--- config.mk ---
export PLATFORM = sky130hd
export DESIGN_NAME = gate_seq
export DESIGN_NICKNAME = d
export VERILOG_FILES = /design/src/rtl/gate_seq_pkg.sv /design/src/rtl/gseq_sync.sv /design/src/rtl/gseq_span_timer.sv /design/src/rtl/gseq_fsm.sv /design/src/rtl/gate_seq.sv
export SDC_FILE = /design/constraint.sdc
export NUM_CORES = 1
export LEC_CHECK = 0
export BUFFER_PORTS_ARGS = -buffer_cell sky130_fd_sc_hd__buf_2
export CORE_MARGIN = 8
export CORE_UTILIZATION = 55
export DETAILED_ROUTE_END_ITERATION = 10
export PLACE_DENSITY = 0.79
export SETUP_SLACK_MARGIN = 0.4
export SYNTH_ARGS = -nofsm -noshare
export SYNTH_HDL_FRONTEND = slang
export SYNTH_SLANG_ARGS = --single-unit
--- constraint.sdc ---
create_clock -name clk -period 6.6 [get_ports clk]
set_input_delay 0.66 -clock clk [delete_from_list [all_inputs] [get_ports clk]]
set_output_delay 0.66 -clock clk [all_outputs]
set_load 0.005 [all_outputs]
--- src/rtl/gate_seq_pkg.sv ---
package gate_seq_pkg;

    // Decoded command level; any code with bit 1 set is the mid window
    typedef enum logic [1:0] {
        LVL_LOW  = 2'b00,
        LVL_HIGH = 2'b01,
        LVL_MID0 = 2'b10,
        LVL_MID1 = 2'b11
    } lvl_e;

    typedef enum logic [2:0] {
        ST_IDLE_OFF,
        ST_LOW_ON,
        ST_WAIT_LOW_OFF,
        ST_HIGH_ON,
        ST_WAIT_HIGH_OFF,
        ST_SHUTDOWN,
        ST_FAULT
    } seq_state_e;

    // Bundle of asynchronous inputs carried through one synchronizer
    typedef struct packed {
        logic [1:0] code;
        logic       en;
        logic       lo_low;
        logic       hi_low;
    } async_in_t;

    localparam int ASYNC_W = $bits(async_in_t);

    // Registered output word
    typedef struct packed {
        logic hi;
        logic lo;
        logic sd;
        logic flt;
    } gate_cmd_t;

    function automatic logic lvl_is_mid(input logic [1:0] c);
        return c[1];
    endfunction

    function automatic logic lvl_is_high(input logic [1:0] c);
        return c == LVL_HIGH;
    endfunction

    function automatic logic lvl_is_low(input logic [1:0] c);
        return c == LVL_LOW;
    endfunction

    function automatic gate_cmd_t cmd_of(input seq_state_e s);
        gate_cmd_t c;
        c.hi  = (s == ST_HIGH_ON);
        c.lo  = (s == ST_LOW_ON);
        c.sd  = (s == ST_SHUTDOWN);
        c.flt = (s == ST_FAULT);
        return c;
    endfunction

    function automatic logic st_is_wait(input seq_state_e s);
        return (s == ST_WAIT_LOW_OFF) || (s == ST_WAIT_HIGH_OFF);
    endfunction

endpackage

--- src/rtl/gseq_sync.sv ---
module gseq_sync #(
    parameter int W      = 1,
    parameter int STAGES = 2
) (
    input  logic         clk,
    input  logic         rst,
    input  logic [W-1:0] d,
    output logic [W-1:0] q
);
    logic [W-1:0] stg [STAGES];

    for (genvar i = 0; i < STAGES; i++) begin : g_stage
        if (i == 0) begin : g_first
            always_ff @(posedge clk) begin
                if (rst) stg[0] <= '0;
                else     stg[0] <= d;
            end
        end else begin : g_rest
            always_ff @(posedge clk) begin
                if (rst) stg[i] <= '0;
                else     stg[i] <= stg[i-1];
            end
        end
    end

    assign q = stg[STAGES-1];
endmodule

--- src/rtl/gseq_span_timer.sv ---
// Counts consecutive cycles of 'run'; 'clr' restarts from zero.
// 'hit' is high while running with the count at its last value.
module gseq_span_timer #(
    parameter int LIMIT = 16,
    localparam int CW   = $clog2(LIMIT + 1)
) (
    input  logic          clk,
    input  logic          rst,
    input  logic          clr,
    input  logic          run,
    output logic [CW-1:0] cnt,
    output logic          hit
);
    localparam logic [CW-1:0] LAST = CW'(LIMIT - 1);

    always_ff @(posedge clk) begin
        if (rst || clr)                cnt <= '0;
        else if (run && (cnt != LAST)) cnt <= cnt + 1'b1;
    end

    assign hit = run && (cnt == LAST);
endmodule

--- src/rtl/gseq_fsm.sv ---
module gseq_fsm
    import gate_seq_pkg::*;
#(
    parameter int WCW   = 8,
    parameter int BLANK = 2
) (
    input  logic           clk,
    input  logic           rst,
    input  logic           en_s,
    input  logic [1:0]     code_s,
    input  logic           lo_low_s,
    input  logic           hi_low_s,
    input  logic           hold_hit,
    input  logic           wd_hit,
    input  logic [WCW-1:0] wd_cnt,
    output logic           state_chg,
    output logic           waiting,
    output gate_cmd_t      cmd
);
    seq_state_e st_q, st_d;
    logic       past_blank;
    logic       lo_ok, hi_ok;

    // flags older than the synchronizer depth belong to the current wait
    assign past_blank = (wd_cnt >= WCW'(BLANK));
    assign lo_ok      = lo_low_s && past_blank;
    assign hi_ok      = hi_low_s && past_blank;

    always_comb begin
        st_d = st_q;
        if (!en_s) begin
            st_d = ST_IDLE_OFF;
        end else if (st_q == ST_FAULT) begin
            st_d = ST_FAULT;
        end else if (hold_hit) begin
            st_d = ST_SHUTDOWN;
        end else begin
            unique case (st_q)
                ST_IDLE_OFF, ST_SHUTDOWN: begin
                    if (lvl_is_high(code_s))     st_d = ST_WAIT_LOW_OFF;
                    else if (lvl_is_low(code_s)) st_d = ST_WAIT_HIGH_OFF;
                end
                ST_LOW_ON: begin
                    if (lvl_is_high(code_s)) st_d = ST_WAIT_LOW_OFF;
                end
                ST_HIGH_ON: begin
                    if (lvl_is_low(code_s)) st_d = ST_WAIT_HIGH_OFF;
                end
                ST_WAIT_LOW_OFF: begin
                    if (lvl_is_low(code_s)) begin
                        st_d = ST_WAIT_HIGH_OFF;
                    end else if (lvl_is_high(code_s)) begin
                        if (lo_ok)       st_d = ST_HIGH_ON;
                        else if (wd_hit) st_d = ST_FAULT;
                    end
                end
                ST_WAIT_HIGH_OFF: begin
                    if (lvl_is_high(code_s)) begin
                        st_d = ST_WAIT_LOW_OFF;
                    end else if (lvl_is_low(code_s)) begin
                        if (hi_ok)       st_d = ST_LOW_ON;
                        else if (wd_hit) st_d = ST_FAULT;
                    end
                end
                default: st_d = ST_IDLE_OFF;
            endcase
        end
    end

    assign state_chg = (st_d != st_q);
    assign waiting   = st_is_wait(st_q) && !lvl_is_mid(code_s);

    always_ff @(posedge clk) begin
        if (rst) begin
            st_q <= ST_IDLE_OFF;
            cmd  <= '0;
        end else begin
            st_q <= st_d;
            cmd  <= cmd_of(st_d);
        end
    end
endmodule

--- src/rtl/gate_seq.sv ---
module gate_seq
    import gate_seq_pkg::*;
#(
    parameter int HOLDOFF_CYC = 42,
    parameter int WDOG_CYC    = 200,
    parameter int SYNC_N      = 2
) (
    input  logic       clk,
    input  logic       rst,
    input  logic       en_i,
    input  logic [1:0] pwm_code_i,
    input  logic       lo_gate_low_i,
    input  logic       hi_gate_low_i,
    output logic       hi_gate_o,
    output logic       lo_gate_o,
    output logic       shutdown_o,
    output logic       fault_o
);
    localparam int HCW = $clog2(HOLDOFF_CYC + 1);
    localparam int WCW = $clog2(WDOG_CYC + 1);

    async_in_t raw, syn;
    logic [1:0] code_s;
    logic       en_s, lo_low_s, hi_low_s, mid_s;
    logic [HCW-1:0] hold_cnt;
    logic [WCW-1:0] wd_cnt;
    logic       hold_hit, wd_hit, state_chg, waiting;
    gate_cmd_t  cmd;

    assign raw.code   = pwm_code_i;
    assign raw.en     = en_i;
    assign raw.lo_low = lo_gate_low_i;
    assign raw.hi_low = hi_gate_low_i;

    gseq_sync #(.W(ASYNC_W), .STAGES(SYNC_N)) u_sync (
        .clk (clk),
        .rst (rst),
        .d   (raw),
        .q   (syn)
    );

    assign code_s   = syn.code;
    assign en_s     = syn.en;
    assign lo_low_s = syn.lo_low;
    assign hi_low_s = syn.hi_low;
    assign mid_s    = lvl_is_mid(code_s);

    gseq_span_timer #(.LIMIT(HOLDOFF_CYC)) u_hold (
        .clk (clk),
        .rst (rst),
        .clr (!mid_s),
        .run (mid_s),
        .cnt (hold_cnt),
        .hit (hold_hit)
    );

    gseq_span_timer #(.LIMIT(WDOG_CYC)) u_wdog (
        .clk (clk),
        .rst (rst),
        .clr (state_chg),
        .run (waiting),
        .cnt (wd_cnt),
        .hit (wd_hit)
    );

    gseq_fsm #(.WCW(WCW), .BLANK(SYNC_N)) u_fsm (
        .clk       (clk),
        .rst       (rst),
        .en_s      (en_s),
        .code_s    (code_s),
        .lo_low_s  (lo_low_s),
        .hi_low_s  (hi_low_s),
        .hold_hit  (hold_hit),
        .wd_hit    (wd_hit),
        .wd_cnt    (wd_cnt),
        .state_chg (state_chg),
        .waiting   (waiting),
        .cmd       (cmd)
    );

    assign hi_gate_o  = cmd.hi;
    assign lo_gate_o  = cmd.lo;
    assign shutdown_o = cmd.sd;
    assign fault_o    = cmd.flt;

    logic unused_hold;
    assign unused_hold = ^hold_cnt;
endmodule

; ---- After elaboration in Yosys (flattened, before gate mapping)
; Memories as Yosys holds them, arrays and structs flattened.
; Cells that the tools add are included.
[totals]
regBits = 21
latch_bits = 0
ramBits = 10
romBits = 0
out_inout_bits = 4
memories = 1
[classes]
add_sub_neg = 2
n_mul = 0
div = 0
n_lt_le_gt_ge = 1
n_eq_ne = 16
shift = 0
n_mux = 19
n_bitwise = 2
n_reduce_logical = 14
[memory_table]
columns = memory, words, width, rd, rd_clocked_by_memory_dff, write_ports, line_no
row1 = u_sync.stg, 2, 5, 2, 0, 2, gseq_sync.sv:10  ; logic [W-1:0] stg [STAGES];
[ops]
columns = cell, count
row1 = $mux W3, 13
row2 = $eq A3 B3 Y1 const B, 5
row3 = $pmux W3 S5, 1
row4 = $mux W5, 2
row5 = $eq A3 B2 Y1 const B, 3
row6 = $add A8 B1 Y8 const B, 1
row7 = $eq A8 B8 Y1 const B, 1
row8 = $ge A8 B2 Y1 const B, 1
row9 = $ne A8 B8 Y1 const B, 1
row10 = $logic_and A1 B1 Y1, 7
row11 = $add A6 B1 Y6 const B, 1
row12 = $eq A3 B1 Y1 const B, 2
row13 = $eq A6 B6 Y1 const B, 1
row14 = $ne A6 B6 Y1 const B, 1
row15 = $logic_not A3 Y1, 1
row16 = $logic_or A1 B1 Y1, 3
row17 = $mux W1, 3
row18 = $ne A3 B3 Y1, 1
row19 = $eq A2 B1 Y1 const B, 1
row20 = $logic_not A2 Y1, 1
row21 = $or A1 B1 Y1, 2
row22 = $reduce_or A2 Y1, 1
row23 = $logic_not A1 Y1, 1

; ---- Depth between registers and ports, before layout
; Gate-level depths: netlist of run 1.
[logic_depth]
word_depth = 14
mapped_depth = 8
depth_no_buf = 8

; ---- By module
; A second synthesis of run 1 with hierarchy kept.
[hier_totals]
hier_cells = 178
hier_area_um2 = 1562.7
[by_module_without_submodules]
columns = module, instances, cells_each, area_per_inst_um2, seq_area_each_um2
row1 = gseq_fsm, 1, 75, 591.8, 140.1
row2 = gseq_span_timer at u_wdog, 1, 47, 395.4, 160.2
row3 = gseq_span_timer at u_hold, 1, 35, 309.0, 120.1
row4 = gseq_sync, 1, 20, 262.8, 200.2
row5 = gate_seq, 1, 1, 3.8, 0.0

; ---- Worst setup path before layout of run 1
; No wires, ideal clock.
[synth_timing]
path_type = flip-flop to flip-flop
from = register u_wdog.cnt[0]
to = register u_fsm.cmd[2] (netlist name)
setup_ns = 0.116
arrival_ns = 1.995
path_slack_ns = 4.489
stages_incl_launch_ff = 9
path_buffers = 0
synth_period_minus_slack_ns = 2.111
cell_sequence = dfxtp_1 inv_1 ha_1 or4_4 or3_4 and3b_4 o21ai_0 a211o_1 and3b_1
[synth_via]
elab_chain_len = 11
[synth_rtl]
columns = item, line_no
row1 = "start, declared", gseq_span_timer.sv:11  ; output logic [CW-1:0] cnt,
row2 = "start signal, assigned", gseq_span_timer.sv:18  ; else if (run && (cnt != LAST)) cnt <= cnt + 1'b1;
row3 = "parallel branches: the longest is 6 deep, another holds $ge A8 B2 Y1", -
row4 = $pmux W3 S5 (*), gseq_fsm.sv:38  ; unique case (st_q)
row5 = $mux W3 (*), gseq_fsm.sv:35  ; end else if (hold_hit) begin
row6 = $mux W3 (*), gseq_fsm.sv:33  ; end else if (st_q == ST_FAULT) begin
row7 = $mux W3 (*), gseq_fsm.sv:31  ; if (!en_s) begin
row8 = $eq A3 B1 Y1 (*), gate_seq_pkg.sv:54  ; c.lo = (s == ST_LOW_ON);
; Mark *: on every way between the ends.
; A chain may end at the register's enable or synchronous reset.

; ---- Worst setup path after layout of run 1
[layout_timing]
from = register u_wdog.cnt[0]
to = register u_wdog.cnt[2]
[layout_via]
elab_chain_len = 12
[layout_rtl]
columns = item
row1 = "parallel branches: the longest is 12 deep, another holds $ge A8 B2 Y1"
; Parallel ways; which one is timed is not known.

==> run metrics, run 1 <==
Leakage 0.000564 uW; skew final around 0.011 ns; # hold bufs at CTS 0; placer congestion estimate between 0.8 and 0.9; number of global-route vias before repair 1,133; Post-synth top flop dfxtp_1; Post-Route WL approximately 2700 um; Reg power frac 60.5%; Antenna Diode Count 0; number of I/O pins 11; CTS max path bufs 2; commonest non-fill, non-tap cell in the layout dfxtp_1; WP data arrival approximately 2.6 ns; setup TNS 0 ns; WS Path Type flop to flop; commonest non-fill, non-tap cells in the layout dfxtp_1 (31), nor2_1 (16), nor3_1 (11), nand2_1 (11); Psw 81.0 uW; H-Tree Depth 2; DRT Pass-1 Iters 4; area of the die 4560 sq um; Final #Nets approximately 180; Max Cap Violations 0; total grt overflow 0; CP Capture Type flop; drt drc 0; Syn Nets ~170; Root Driver clkbuf_4; Clock Sinks 31; Max VDD drop between 150 and 200 uV; flops & latches, synth 31; Critical Path RT around 6.9 ns; final setup vio count 0; Comb pwr share between 5 and 6%; Post-CTS Setup Bufs 0; worst rel slew slack between 50% and 60%; Max Fanout on Critical Path 8; Core Region ~2500 sq um; initial antenna violation count 0; largest net degree at the start of global routing 16; Synth Instances 156; DRT iter0 DRCs 53; Synth cell types 42; crit start category flop; endpoints failing hold 0; mapped cell area approximately 1500 sq um; antenna viol nets, final 0; Tcrit/Tclk final around a third; Port Buffer Count 10; Mean Syn Cell Area roughly 9.4 sq um; first-pass GRT wire length between 4000 and 5000 um; post-cts resize count 0; leading area contributor after synthesis dfxtp_1; Clock power frac between 30% and 40%; Clk Latency, worst-skew pair 0.33 ns; min-delay worst type flop to flop; Die X-Extent between 60 and 70 um; Post-synth ARST share 0%; WL/cell 13.7 um; pre-CTS WS ~4.3 ns; Reg area just over 600 sq um; DP Wirelength ~2000 um; largest cells by area after synthesis dfxtp_1 (42%), nor2b_1 (4.3%), xnor2_1 (4.2%); sequential fraction of the synthesis area around 42%; layout cells sized above 1 16.6%; total power 320 uW; Final Util 63.4%; actual slew at the worst max-slew pin ~0.67 ns; final critical-path required period between 2 and 2.5 ns; Reg2Reg Depth 8; CTS Buf Count 5; yosys warns 0; fmax around 0.44 GHz; area of the multi-input gates between 700 and 800 sq um; clock transition at the registers of the reported paths around 0.10 ns; RSZ-0062 raised after global routing no; Final Max Tran Viols 0; status complete, no violations; GRT Total Usage 13.9%; number of fill cells between 200 and 250; total internal power approximately 240 uW; PwrDens 202 nW/um^2; final worst setup slack around 4.3 ns; vias 1,150; sw frac between 20 and 30%; hold path cells 1; vias per inst approximately 5.8; CTS tree yes; die height about 68 um; Post-synth EDFFs 0; Area growth, synth to finish 8.48%; Yosys top cell area share between 40 and 50%; FP Rows 18; starting density of the core 58.5%
-- cell usage after synthesis (all sizes together), types with 4 or more instances --
library cell / instances
o21ai: 7
ha: 4
xor2: 4
nor2b: 10
dfxtp: 31
xnor2: 8
nand3b: 4
nor3: 11
inv: 6
nand2: 11
nor2: 16
or3: 4
-- final timing paths --
check | slack (ns) | end | from
setup / recovery | 4.30 | u_wdog.cnt[2]$_SDFFE_PP0P_ | u_wdog.cnt[0]$_SDFFE_PP0P_
hold / removal | 0.45 | u_sync.stg[1][0]$_SDFF_PP0_ | u_sync.stg[0][0]$_SDFF_PP0_
setup reg to reg | 4.30 | u_wdog.cnt[2]$_SDFFE_PP0P_ | u_wdog.cnt[0]$_SDFFE_PP0P_
hold reg to reg | 0.45 | u_sync.stg[1][0]$_SDFF_PP0_ | u_sync.stg[0][0]$_SDFF_PP0_
-- power by group through the flow --
stage                     Sequential (uW)  Combinational (uW)  Clock, uW
after global placement                198                16.2          0
final                                 194                17.2        109
after global routing                  194                19.1        123
after CTS                             194                17.4        112
after floorplan                       196                13.8          0
after detailed placement              198                17.2          0
-- layer usage --
metal	GRT usage [%]	vias up	wire length (um)
met2	22.1	24	1270
met1	15.6	544	1260
met5	0	-	0
li1	-	576	-
met4	7.05	0	52
met3	5.63	6	154
-- sequential cells by signal (all words and copies together) (netlist names) --
| register | cells |
|---|---|
| u_fsm.cmd | 4 |
| u_sync.stg | 10 |
| u_wdog.cnt | 8 |
| u_hold.cnt | 6 |
| u_fsm.st_q | 3 |
-- cell type report --
cell class,count,area share (%)
Clock inverter,3,1.26
Sequential cell,31,39.1
Inverter,6,1.42
Multi-Input combinational cell,114,50.3
Timing Repair Buffer,10,3.16
Tap cell,30,2.37
Clock buffer,5,2.37
-- cells by family after synthesis --
group,count (synthesis),share of synthesized area (%)
fa+ha+maj,4,3.42
simple gates,73,28.8
compound gates,25,13.9
xor+xnor,12,8.48
flops,31,42.5
buf+inv,11,3.00
-- critical path, stage by stage, from the launching register on --
cell	delay (ns)
dfxtp_1	0.37
inv_1	0.07
ha_1	0.19
or4_4	0.42
or3_4	0.35
a41oi_2	0.23
o31ai_2	0.16
xnor2_4	0.20
nor3_1	0.22
-- stage by stage --
stage | hold slack (ns) | instances | cell area (sq um)
after floorplan | 0.414 | 156 | 1460
after global placement | 0.420 | 191 | 1530
after detailed placement | 0.431 | 191 | 1530
after CTS | 0.456 | 199 | 1590
after global routing | 0.459 | 199 | 1590
final | 0.450 | 199 | 1590
No activity file was read; power rests on OpenSTA's default activity.
==> run 2: changes to the inputs <==
==> constraint.sdc (replaced) <==
create_clock -name clk -period 2.4 [get_ports clk]
set_input_delay 0.24 -clock clk [delete_from_list [all_inputs] [get_ports clk]]
set_output_delay 0.24 -clock clk [all_outputs]
set_load 0.005 [all_outputs]
==> run metrics, run 2 (same netlist as run 1, synthesis figures left out) <==
CP Capture Type flop; commonest non-fill, non-tap cell in the layout dfxtp_1; number of global-route vias before repair 1,075 (-5.1%); FP Rows 18 (unchanged); area of the multi-input gates 868 sq um (+8.9%); GRT Total Usage 13.0% (-0.89 points); Leakage 0.000624 uW (+11%); layout cells sized above 1 27.4% (+11 points); WP data arrival 2.47 ns (-0.08 ns); Final Instance Area 1750 sq um (+10%); setup TNS 0 ns (unchanged); Port Buffer Count 10 (unchanged); biggest regs u_sync.stg: 10 flops, u_wdog.cnt: 8 flops, u_hold.cnt: 6 flops; skew final 0.00479 ns (-0.00646 ns); final critical-path required period 2.27 ns (-0.0276 ns); Critical Path RT 2.60 ns (-4.25 ns); placer congestion estimate 0.940 (+9.6%); Die X-Extent 67.5 um (unchanged); clock transition at the registers of the reported paths 0.10 ns (about the same); H-Tree Depth 2 (unchanged); Max VDD drop 499 uV (+230%); vias per inst 5.75 (-0.56%); number of I/O pins 11 (unchanged); Tcrit/Tclk final 94.5% (+60 points); commonest non-fill, non-tap cells in the layout dfxtp_1 (29), nor2_1 (15), nand2_1 (11); register with the most flip-flops u_sync.stg; Reg area 626 sq um (+0.81%); first-pass GRT wire length 4620 um (-4.3%); min-delay worst type input port to flop; drt drc 0 (unchanged); RSZ-0062 raised after global routing yes; Max Fanout on Critical Path 8 (unchanged); Final #Nets 189 (+5.6%); worst rel slew slack 49.6% (-5.5 points); DRT iter0 DRCs 60 (+13%); number of fill cells 182 (-14%); actual slew at the worst max-slew pin 0.752 ns (+0.0818 ns); Antenna Diode Count 0 (unchanged); initial antenna violation count 0 (unchanged); die height 67.5 um (unchanged); Post-Route WL 2960 um (+8.2%); Root Driver clkbuf_4; Core Region 2500 sq um (unchanged); DRT Pass-1 Iters 4 (unchanged); R2R Path End u_wdog.cnt[5]$_SDFFE_PP0P_; largest net degree at the start of global routing 16 (unchanged); total grt overflow 0 (unchanged); WL/cell 14.2 um (+3.0%); WS Path Type flop to flop; CTS Buf Count 5 (unchanged); CTS tree yes; dpl cell area 1550 sq um (+1.6%); setup slack, reg-to-reg 0.13 ns (-4.17 ns); fmax 0.441 GHz (+1.2%); crit start category flop; Reg2Reg Depth 10 (+2); starting density of the core 58.5% (unchanged); antenna viol nets, final 0 (unchanged); Area growth, synth to finish 19.6%; endpoints failing hold 0 (unchanged); PwrDens 509 nW/um^2 (+150%); status complete, no violations; vias 1,201 (+4.4%); Final Max Tran Viols 0 (unchanged); Clk Latency, worst-skew pair 0.32 ns (about the same); max reg flops 10 (unchanged); Clock Sinks 31 (unchanged); CTS max path bufs 2 (unchanged); area of the die 4560 sq um (unchanged); DP Wirelength 1830 um (-10%); hold path cells 2 (+1); final setup vio count 0 (unchanged); Worst R2R Start u_wdog.cnt[0]$_SDFFE_PP0P_; critical path launch point u_wdog.cnt[0]$_SDFFE_PP0P_; Max Cap Violations 0 (unchanged); # hold bufs at CTS 0 (unchanged); CP endpoint u_wdog.cnt[5]$_SDFFE_PP0P_
==> run 2: critical path, stage by stage (launching register included) <==
cell and delay (ns):
dfxtp_2 0.35, inv_2 0.05, ha_4 0.14, or4_4 0.42
buf_4 0.15, buf_6 0.11, nor2_1 0.14, o221a_2 0.27
o31ai_4 0.09, xnor2_4 0.32, nor3_1 0.12
==> run 2: routing by layer <==
| layer | global-route usage (%) | share of wire, % |
|---|---|---|
| met1 | 15.6 | 45 |
| met4 | 6.27 | 2.9 |
| met3 | 3.97 | 5.1 |
| met5 | 0 | 0 |
| met2 | 20.6 | 47 |
==> run 2: how the worst min path moves through the flow <==
stage                                startpoint                          end
detailed placement  u_sync.stg[0][0]$_SDFF_PP0_  u_sync.stg[1][0]$_SDFF_PP0_
global route                      hi_gate_low_i  u_sync.stg[0][0]$_SDFF_PP0_
global placement    u_sync.stg[0][0]$_SDFF_PP0_  u_sync.stg[1][0]$_SDFF_PP0_
floorplan                                   rst  u_sync.stg[0][0]$_SDFF_PP0_
finish                            lo_gate_low_i  u_sync.stg[0][1]$_SDFF_PP0_
CTS                               lo_gate_low_i  u_sync.stg[0][1]$_SDFF_PP0_
==> run 2: layout make-up <==
class | count | area share (%)
clock buffers | 5 | 2.15
clock inverters | 3 | 1.15
inverters | 6 | 1.29
multi-input cells | 114 | 49.7
flip-flops and latches | 31 | 35.8
well taps | 30 | 2.15
repair buffers | 20 | 7.80
==> run 2: repair_timing <==
action                     CTS  global route
resized for setup            4            11
setup endpoints to repair   12            15
buffers inserted             5             5
pin swaps                    5             6
==> run 2: per-stage QoR <==
stage	std cells	power (uW)	setup slack, ns	util, %	hold slack [ns]
CTS	204	890	0.187	66.5	0.111
detailed placement	191	594	0.184	62.1	0.425
finish	209	891	0.132	69.9	0.120
global placement	191	592	0.247	62.1	0.420
global route	209	933	0.0573	69.9	0.115
floorplan	156	580	0.335	-	0.312
==> run 2: where the power goes <==
group          internal (uW)  switching, uW
sequential               523           10.0
clock                    112            185
combinational           29.3           31.6
total                    664            227
==> run 3: changes to the inputs <==
--- a/config.mk
+++ b/config.mk
@@ -5,12 +5,14 @@
 export SDC_FILE = /design/constraint.sdc
 export NUM_CORES = 1
 export LEC_CHECK = 0
+export ABC_AREA = 1
 export BUFFER_PORTS_ARGS = -buffer_cell sky130_fd_sc_hd__buf_2
 export CORE_MARGIN = 8
 export CORE_UTILIZATION = 55
 export DETAILED_ROUTE_END_ITERATION = 10
-export PLACE_DENSITY = 0.79
+export PLACE_DENSITY = 0.78
 export SETUP_SLACK_MARGIN = 0.4
 export SYNTH_ARGS = -nofsm -noshare
 export SYNTH_HDL_FRONTEND = slang
+export SYNTH_HIERARCHICAL = 1
 export SYNTH_SLANG_ARGS = --single-unit
==> run metrics, run 3 <==
Synth cell types 26 (-38%); largest cells by area after synthesis dfxtp_1 (36%), nand2_1 (14%), nor2_1 (9.2%); fmax 0.455 GHz (+3.2%); initial antenna violation count 0 (unchanged); WP data arrival 2.47 ns (about the same); CP Capture Type flop; endpoints failing hold 0 (unchanged); Core Region 3000 sq um (+20%); die height 71.8 um (+6.2%); H-Tree Depth 2 (unchanged); sequential fraction of the synthesis area 36.3% (-6.2 points); Critical Path Most Common Cell nand2_2; count leader, synth nand2_1; status complete, no violations; Final #Nets 303 (+60%); min-delay worst type input port to flop; mapped cell area 1710 sq um (+17%); Die X-Extent 71.8 um (+6.2%); area of the die 5150 sq um (+13%); Tcrit/Tclk final 91.6% (-2.9 points); Root Driver clkbuf_4; RSZ-0062 raised after global routing yes; Syn Nets 267 (+60%); Post-synth top flop dfxtp_1; Synth Instances 257 (+65%); setup TNS 0 ns (unchanged); Leakage 0.000910 uW (+46%); synth cell count leaders nand2_1 (62), nor2_1 (42), inv_1 (36); crit start category flop; CTS max path bufs 2 (unchanged); register with the most flip-flops u_sync/stg; first-pass GRT wire length 6930 um (+50%); CTS tree yes; drt drc 0 (unchanged); DRT iter0 DRCs 141 (+140%); actual slew at the worst max-slew pin 0.403 ns (-0.349 ns); Post-synth EDFFs 0 (unchanged); vias 1,723 (+43%); Mean Syn Cell Area 6.66 sq um (-29%); Antenna Diode Count 0 (unchanged); layout cells sized above 1 33.3% (+6.0 points); skew final 0.0113 ns (+0.00650 ns); placer congestion estimate 0.938 (-0.27%); leading area contributor after synthesis dfxtp_1; Post-synth ARST share 0% (unchanged); max reg flops 10 (unchanged); Port Buffer Count 10 (unchanged); Max Cap Violations 0 (unchanged); Max Fanout on Critical Path 5 (-3); final setup vio count 0 (unchanged); FP Rows 20 (+2); commonest non-fill, non-tap cells in the layout nand2_1 (56), nor2_1 (37), inv_1 (34); PwrDens 423 nW/um^2 (-17%); clock transition at the registers of the reported paths 0.10 ns (about the same); DP Wirelength 2630 um (+44%); yosys warns 6 (+6); starting density of the core 57.0% (-1.5 points); number of global-route vias before repair 1,607 (+49%); worst rel slew slack 73.0% (+23 points); Area growth, synth to finish 25.5%; DRT Pass-1 Iters 4 (unchanged); total grt overflow 0 (unchanged); # hold bufs at CTS 0 (unchanged); CTS Buf Count 5 (unchanged); Post-Route WL 4270 um (+44%); Max VDD drop 290 uV (-42%); final critical-path required period 2.20 ns (-0.0705 ns); Clock Sinks 31 (unchanged); WL/cell 13.0 um (-7.9%); number of I/O pins 11 (unchanged); crit-path cells ha_4 -> nand2_2 -> nor2_2 -> nand2_2 -> nor2_4 -> nor2_2 -> nor3_2 -> nand2_1 -> nand2_1 -> nand2_1 -> nand2_2 -> nand2_4 -> nand2_2 -> nand2_2 -> nor2_2 -> nand3_2 -> nor2_4 -> nand2_1 -> a21oi_1; total power 909 uW (+2.0%); vias per inst 5.27 (-8.3%); Worst path max stage delay 0.38 ns (-0.04 ns); largest net degree at the start of global routing 17 (+1); commonest non-fill, non-tap cell in the layout nand2_1; Clk Latency, worst-skew pair 0.35 ns (+0.03 ns); Critical Path RT 2.67 ns (+0.07 ns); GRT Total Usage 16.9% (+3.9 points); WS Path Type flop to flop; biggest regs u_sync/stg: 10 flops, u_wdog/cnt: 8 flops, u_hold/cnt: 6 flops; Yosys top cell area share 36.3% (-6.2 points); Crit-path slowest cell dfxtp_4; Final Max Tran Viols 0 (unchanged); antenna viol nets, final 0 (unchanged); flops & latches, synth 31 (unchanged)
==> run 3: final cells by class <==
class | instances | area [sq um]
tap | 33 | 41.3
timing repair buffer | 34 | 238
inverter | 41 | 166
clock buffer | 6 | 41.3
sequential | 31 | 636
multi-input combinational | 180 | 1010
clock inverter | 2 | 12.5
fill | 235 | 857
==> run 3: kinds of logic (layout without fill, tap and decap cells) <==
group | count (synthesis) | count (layout) | share of synthesized area (%)
compound gates | 22 | 22 | 7.02
flops | 31 | 31 | 36.3
fa+ha+maj | 3 | 3 | 2.19
buf+inv | 46 | 83 | 11.6
xor+xnor | 3 | 3 | 1.54
simple gates | 152 | 152 | 41.4
==> run 3: final timing paths <==
check | endpoint | slack [ns] | cells past startpoint | start
max | u_wdog/cnt[6]$_SDFFE_PP0P_ | 0.20 | 19 | u_wdog/cnt[0]$_SDFFE_PP0P_
min | u_sync/stg[0][3]$_SDFF_PP0_ | 0.09 | 3 | pwm_code_i[0]
max reg2reg | u_wdog/cnt[6]$_SDFFE_PP0P_ | 0.20 | 19 | u_wdog/cnt[0]$_SDFFE_PP0P_
min reg2reg | u_sync/stg[1][4]$_SDFF_PP0_ | 0.40 | 2 | u_sync/stg[0][4]$_SDFF_PP0_
==> run 3: worst max-delay path, delay by kind of cell (launching register included) <==
kind                       cells  cell delay, ns
and+or+nand+nor               17            1.46
DFF                            1            0.38
adders and majority gates      1            0.15
AOI/OAI and AO/OA              1            0.14
==> run 3: through the flow <==
stage	hold slack [ns]	area [sq um]	utilization, %	setup WS [ns]	std cells
after floorplan	0.305	1770	-	0.347	257
after CTS	0.0792	2070	68.9	0.244	323
after detailed placement	0.393	1870	62.2	0.105	303
final	0.0913	2150	71.5	0.203	327
after global routing	0.0852	2150	71.5	0.00538	327
after global placement	0.389	1870	62.2	0.162	303
==> run 3: what timing repair did <==
item,CTS,global route
buffers inserted,12,4
pin swaps,7,11
gates cloned,0,0
gates resized for setup,16,16
setup endpoints to repair,9,12
==> run 3: where the power goes <==
group,total (uW),leakage (uW),switching (uW),internal (uW)
clock network,300,0.0000282,187,113
registers,529,0.000256,7.69,521
logic,79.5,0.000626,47.2,32.3
==> run 3: metal layers <==
layer	routed length [um]	GRT usage (%)
met5	0	0
met4	170	9.52
met3	281	4.46
met2	2040	28.6
met1	1770	18.6
